**src/rtl/rvdp_pkg.sv**
```systemverilog
package rvdp_pkg;

  typedef enum logic [3:0] {
    OP_ADD   = 4'd0,
    OP_SUB   = 4'd1,
    OP_AND   = 4'd2,
    OP_OR    = 4'd3,
    OP_XOR   = 4'd4,
    OP_SHL   = 4'd5,
    OP_SHR   = 4'd6,
    OP_SHRA  = 4'd7,
    OP_LTS   = 4'd8,
    OP_LTU   = 4'd9,
    OP_PASSB = 4'd10
  } alu_op_e;

  typedef enum logic [2:0] {
    BC_EQ  = 3'b000,
    BC_NE  = 3'b001,
    BC_LT  = 3'b100,
    BC_GE  = 3'b101,
    BC_LTU = 3'b110,
    BC_GEU = 3'b111
  } br_cond_e;

  typedef enum logic [1:0] {
    PK_SEQ  = 2'd0,
    PK_BR   = 2'd1,
    PK_JAL  = 2'd2,
    PK_JALR = 2'd3
  } pc_kind_e;

endpackage

```
**src/rtl/rvdp_lt.sv**
```systemverilog
module rvdp_lt #(
  parameter int XLEN = 32
) (
  input  logic [XLEN-1:0] a,
  input  logic [XLEN-1:0] b,
  output logic            lt_s,
  output logic            lt_u
);
  localparam int MSB = XLEN - 1;

  logic [XLEN:0] diff;

  always_comb begin
    diff = {1'b0, a} - {1'b0, b};
    lt_u = diff[XLEN];
    lt_s = (a[MSB] ^ b[MSB]) ? a[MSB] : diff[MSB];
  end

  always_comb begin
    if (a[MSB] == b[MSB])
      AST_LT_SIGN_AGREE: assert (lt_s == lt_u);
    if (a == b)
      AST_LT_EQUAL_FALSE: assert (!lt_s && !lt_u);
  end

endmodule

```
**src/rtl/rvdp_alu.sv**
```systemverilog
module rvdp_alu
  import rvdp_pkg::*;
#(
  parameter int XLEN = 32
) (
  input  logic [XLEN-1:0] a,
  input  logic [XLEN-1:0] b,
  input  logic [3:0]      op,
  output logic [XLEN-1:0] y
);
  localparam int SHW = $clog2(XLEN);

  logic            lt_s;
  logic            lt_u;
  logic [SHW-1:0]  shamt;
  alu_op_e         op_e;

  rvdp_lt #(.XLEN(XLEN)) u_lt (
    .a    (a),
    .b    (b),
    .lt_s (lt_s),
    .lt_u (lt_u)
  );

  always_comb begin
    op_e  = alu_op_e'(op);
    shamt = b[SHW-1:0];
    case (op_e)
      OP_ADD:   y = a + b;
      OP_SUB:   y = a - b;
      OP_AND:   y = a & b;
      OP_OR:    y = a | b;
      OP_XOR:   y = a ^ b;
      OP_SHL:   y = a << shamt;
      OP_SHR:   y = a >> shamt;
      OP_SHRA:  y = $signed(a) >>> shamt;
      OP_LTS:   y = {{(XLEN-1){1'b0}}, lt_s};
      OP_LTU:   y = {{(XLEN-1){1'b0}}, lt_u};
      OP_PASSB: y = b;
      default:  y = '0;
    endcase
  end

  always_comb begin
    if ((op == 4'd8) || (op == 4'd9))
      AST_SLT_IS_BOOL: assert (y[XLEN-1:1] == '0);
    if (((op == 4'd0) || (op == 4'd1)) && (b == '0))
      AST_ADDSUB_ZERO: assert (y == a);
    if ((op == 4'd6) && (shamt != '0))
      AST_SHR_ZERO_FILL: assert (y[XLEN-1] == 1'b0);
  end

endmodule

```
**src/rtl/rvdp_brcmp.sv**
```systemverilog
module rvdp_brcmp
  import rvdp_pkg::*;
#(
  parameter int XLEN = 32
) (
  input  logic [XLEN-1:0] a,
  input  logic [XLEN-1:0] b,
  input  logic [2:0]      cond,
  output logic            taken
);
  logic eq;
  logic lt_s;
  logic lt_u;

  rvdp_lt #(.XLEN(XLEN)) u_lt (
    .a    (a),
    .b    (b),
    .lt_s (lt_s),
    .lt_u (lt_u)
  );

  always_comb begin
    eq = (a == b);
    case (br_cond_e'(cond))
      BC_EQ:   taken = eq;
      BC_NE:   taken = !eq;
      BC_LT:   taken = lt_s;
      BC_GE:   taken = !lt_s;
      BC_LTU:  taken = lt_u;
      BC_GEU:  taken = !lt_u;
      default: taken = 1'b0;
    endcase
  end

  always_comb begin
    if (cond[2:1] == 2'b01)
      AST_BR_RESERVED: assert (!taken);
    if ((cond == 3'b101) && eq)
      AST_BR_GE_ON_EQ: assert (taken);
  end

endmodule

```
**src/rtl/rvdp_pcnext.sv**
```systemverilog
module rvdp_pcnext
  import rvdp_pkg::*;
#(
  parameter int XLEN = 32
) (
  input  logic [XLEN-1:0] pc,
  input  logic [1:0]      kind,
  input  logic [XLEN-1:0] imm,
  input  logic [XLEN-1:0] base,
  input  logic            taken,
  output logic [XLEN-1:0] next,
  output logic [XLEN-1:0] link
);
  localparam logic [XLEN-1:0] STEP = XLEN'(4);

  logic [XLEN-1:0] rel_tgt;
  logic [XLEN-1:0] ind_tgt;

  always_comb begin
    link    = pc + STEP;
    rel_tgt = pc + imm;
    ind_tgt = (base + imm) & ~XLEN'(1);
    case (pc_kind_e'(kind))
      PK_SEQ:  next = link;
      PK_BR:   next = taken ? rel_tgt : link;
      PK_JAL:  next = rel_tgt;
      default: next = ind_tgt;
    endcase
  end

  always_comb begin
    if (kind == 2'd3)
      AST_JALR_EVEN: assert (next[0] == 1'b0);
    if ((kind == 2'd1) && !taken)
      AST_BR_FALLTHRU: assert (next == link);
  end

endmodule

```
**src/rtl/rv_int_datapath.sv**
```systemverilog
module rv_int_datapath #(
  parameter int XLEN = 32
) (
  input  logic [XLEN-1:0] alu_a,
  input  logic [XLEN-1:0] alu_b,
  input  logic [3:0]      alu_op,
  output logic [XLEN-1:0] alu_y,
  input  logic [XLEN-1:0] br_a,
  input  logic [XLEN-1:0] br_b,
  input  logic [2:0]      br_cond,
  output logic            br_taken,
  input  logic [XLEN-1:0] pc,
  input  logic [1:0]      pc_kind,
  input  logic [XLEN-1:0] pc_imm,
  input  logic [XLEN-1:0] jump_base,
  output logic [XLEN-1:0] pc_next,
  output logic [XLEN-1:0] pc_link
);

  rvdp_alu #(.XLEN(XLEN)) u_alu (
    .a  (alu_a),
    .b  (alu_b),
    .op (alu_op),
    .y  (alu_y)
  );

  rvdp_brcmp #(.XLEN(XLEN)) u_brcmp (
    .a     (br_a),
    .b     (br_b),
    .cond  (br_cond),
    .taken (br_taken)
  );

  rvdp_pcnext #(.XLEN(XLEN)) u_pcnext (
    .pc    (pc),
    .kind  (pc_kind),
    .imm   (pc_imm),
    .base  (jump_base),
    .taken (br_taken),
    .next  (pc_next),
    .link  (pc_link)
  );

endmodule

```
**config.mk**
```make
export PLATFORM = sky130hd
export DESIGN_NAME = rv_int_datapath
export DESIGN_NICKNAME = d
export VERILOG_FILES = /design/src/rtl/rvdp_pkg.sv /design/src/rtl/rvdp_lt.sv /design/src/rtl/rvdp_alu.sv /design/src/rtl/rvdp_brcmp.sv /design/src/rtl/rvdp_pcnext.sv /design/src/rtl/rv_int_datapath.sv
export SDC_FILE = /design/constraint.sdc
export NUM_CORES = 1
export LEC_CHECK = 0
export CORE_MARGIN = 1
export CORE_UTILIZATION = 53
export DETAILED_ROUTE_END_ITERATION = 10
export PLACE_DENSITY_LB_ADDON = 0.1
export SYNTH_ARGS = -nofsm -noshare
export SYNTH_HDL_FRONTEND = slang
export SYNTH_SLANG_ARGS = --single-unit
```
**constraint.sdc**
```tcl
create_clock -name vclk -period 10.7
set_input_delay 3.21 -clock vclk [all_inputs]
set_output_delay 3.21 -clock vclk [all_outputs]
set_load 0.01 [all_outputs]
```
==> impl_metrics.tcl <==
set metrics [dict create \
    crit_type "input port to output port" \
    synthMuxAreaShare_pct 8.99 \
    power_mw 1.03 \
    rows 57 \
    postRouteAntennaNets 0 \
    layout_commonest_cell "clkdlybuf4s50_1" \
    clkPwrFrac_pct 0 \
    synth_fa_ha_area_share_pct 22.1 \
    violations "setup timing" \
    synth_top_family_by_area "compound AO/OA/AOI/OAI gates" \
    swShare_pct 54.7 \
    cts_hold_buf 0 \
    overflow 0 \
    viasPerCell 6.61 \
    hold_path_end "alu_y[0]" \
    max_freq_mhz 92.7 \
    fin_util_pct 75.2 \
    irDropWorstVdd_mv 0.0549 \
    vias 17700 \
    fin_nets 2823 \
    p_per_area_nw_per_um2 56.9 \
    grt_max_degree 98 \
    wl_per_cell_microns 22.4 \
    syn_nets 2392 \
    finalSetupViolations 3 \
    coreArea_sq_um 24200 \
    routed_wl_mm 60.2 \
    dieArea_sq_um 25200 \
    synth_compound_area_share_pct 32.8 \
    p_seq_share_pct 0 \
    pin_count 330 \
    finalHoldViolations 0 \
    fin_crit_sh_pct 101 \
    min_path_type "input port to output port" \
    arrival_ns 7.57 \
    fillers 1847 \
    grt_pass1_vias 17000 \
    layout.area.seq_sq_um 0 \
    syn_inst 1932 \
    dieHeight_microns 159 \
    grt_pass1_wl_mm 90.9 \
    drive_gt1_share_pct 13.9 \
    gp_routability_congestion 1.05 \
    synthDistinctLibCells 75 \
    drc 0 \
    port_buffers 330 \
    slew_viol_final 0 \
    synth_area_sq_um 13000 \
    floorplan.initialDensity_pct 53.9 \
    yosys.area_share.simple_pct 19.7 \
    antenna_found_initial 0 \
    fin_ws_ns -0.0831 \
    synth_xor_xnor_area_share_pct 9.41 \
    period_minus_slack_ns 10.78 \
    multiInputGateArea_sq_um 12500 \
    yosys_warnings 0 \
    whs_path_depth 6 \
    p_int_uw 468 \
    mostFrequentLayoutCells "clkdlybuf4s50_1 (261), ha_1 (214), buf_4 (177), nand2_1 (170), nor2_1 (166)" \
    drtPass1Iterations 8 \
    area_growth_pct 39.5 \
    seq_cells 0 \
    worst_setup_path_start_kind "input port" \
    maxCapViolCount 0 \
    crit_path_end_kind "output port" \
    p_comb_share_pct 100.0 \
    clkbuf_count 0 \
    relSlewSlack_pct 36.9 \
    worstMarginPinSlew_ns 0.938 \
    dp_hpwl_mm 47.5 \
    die_x_microns 159 \
    dp_slack_ns -0.567 \
    drtIter0Drc 2013 \
    min_from "alu_op[1]" \
    grtUsageTotal_pct 44.4 \
    cp_max_fo 4 \
    p_leak_nw 8.34 \
    syn_area_per_cell_sq_um 6.74 \
    switchingPower_uw 566 \
    status "complete, but fails checks" \
    seq_area_frac_synth_pct 0 \
    hold_ws_ns 7.21 \
    cp.required_ns 7.49 \
]
## kinds of logic (layout without fill, tap and decap cells)
family,Yosys count,after routing
AND/OR/NAND/NOR,560,560
adder cells (fa/ha/maj),227,227
buffers and inverters,235,664
other,0,1
XOR/XNOR,140,140
multiplexers,100,100
AO/OA/AOI/OAI,670,670
## per-stage QoR
stage,instances,setup TNS (ns),area [sq um]
6_report,2686,-0.117,18200
5_1_grt,2685,-1.04,18200
4_1_cts,2677,-0.124,17800
3_5_place_dp,2666,-15.87,17700
3_3_place_gp,2666,-10.82,17700
2_1_floorplan,1932,0,13000
## worst max-delay path by stage
stage	startpoint	endpoint	slack, ns	cells after the start
after floorplan	alu_b[0]	alu_y[29]	0.20	21
after global placement	br_b[1]	pc_next[18]	-0.42	23
after detailed placement	br_b[1]	pc_next[18]	-0.57	23
after CTS	alu_op[1]	alu_y[24]	-0.08	20
after global routing	alu_b[8]	alu_y[29]	-0.19	18
final	alu_b[8]	alu_y[28]	-0.08	18
## cells in the mapped netlist (8+ instances only)
cell / count / area, sq um
o211ai_1: 32 / 240
xor2_1: 42 / 368
o22ai_1: 15 / 93.8
clkbuf_1: 65 / 244
nor4_1: 13 / 81.3
o21a_1: 11 / 82.6
o21ai_0: 167 / 836
inv_1: 142 / 533
buf_1: 13 / 48.8
nand2b_1: 25 / 156
nand2_1: 173 / 649
o21bai_1: 20 / 150
mux4_2: 13 / 293
nor2b_1: 19 / 119
nor2_1: 171 / 642
nand4_1: 22 / 138
and3_1: 15 / 93.8
a21oi_1: 176 / 881
a221oi_1: 18 / 158
or3_1: 14 / 87.6
a21o_1: 39 / 293
xnor2_1: 98 / 858
a31oi_1: 14 / 87.6
a211oi_1: 21 / 158
nor3_1: 37 / 185
a22oi_1: 37 / 278
o221ai_1: 8 / 70.1
ha_1: 222 / 2780
o21ai_1: 18 / 90.1
nand3_1: 47 / 235
mux2i_1: 81 / 811
o31ai_1: 13 / 97.6
o2111ai_1: 13 / 114
## power groups by stage
stage	Sequential [mW]	Clock (mW)	Combinational, mW
final	0	0.0000000125	1.03
after global routing	0	0	1.10
after CTS	0	0	0.979
after detailed placement	0	0	0.979
after global placement	0	0	0.958
after floorplan	0	0	0.536
## layer usage
metal	global-route usage (%)	routed length [microns]	share of wire, %	vias to the layer above
met5	0	0	0	-
li1	-	-	-	7975
met3	5.51	5810	9.7	347
met4	28.2	4930	8.2	0
met1	51.7	21900	36	8131
met2	76.6	27600	46	1291
## critical path, stage by stage
cell             delay, ns
clkdlybuf4s50_1       0.54
nor4_4                0.47
nand2_2               0.15
or3_4                 0.40
nand3b_1              0.24
buf_4                 0.19
o31ai_2               0.21
xnor2_1               0.16
ha_1                  0.31
and2_4                0.18
nand4_1               0.10
o21ai_0               0.08
nor2_1                0.24
buf_4                 0.17
a31oi_1               0.10
or4_1                 0.48
nand4_1               0.11
clkdlybuf4s15_2       0.23
## area by class of cell
type	instances	share of cell area, %
Multi-Input combinational cell	1697	68.8
Inverter	147	3.04
Tap cell	324	2.23
Timing Repair Buffer	517	25.9
Antenna cell	1	0.0138
## timing repair
| action | in CTS | in global routing |
|---|---|---|
| setup buffers | 9 | 8 |
| setup endpoints to repair | 44 | 50 |
| pin swaps | 25 | 35 |
| hold endpoints to repair | 0 | 0 |
| resized for setup | 121 | 104 |
| gates cloned | 2 | 0 |
(Power assumes the default switching activity.)
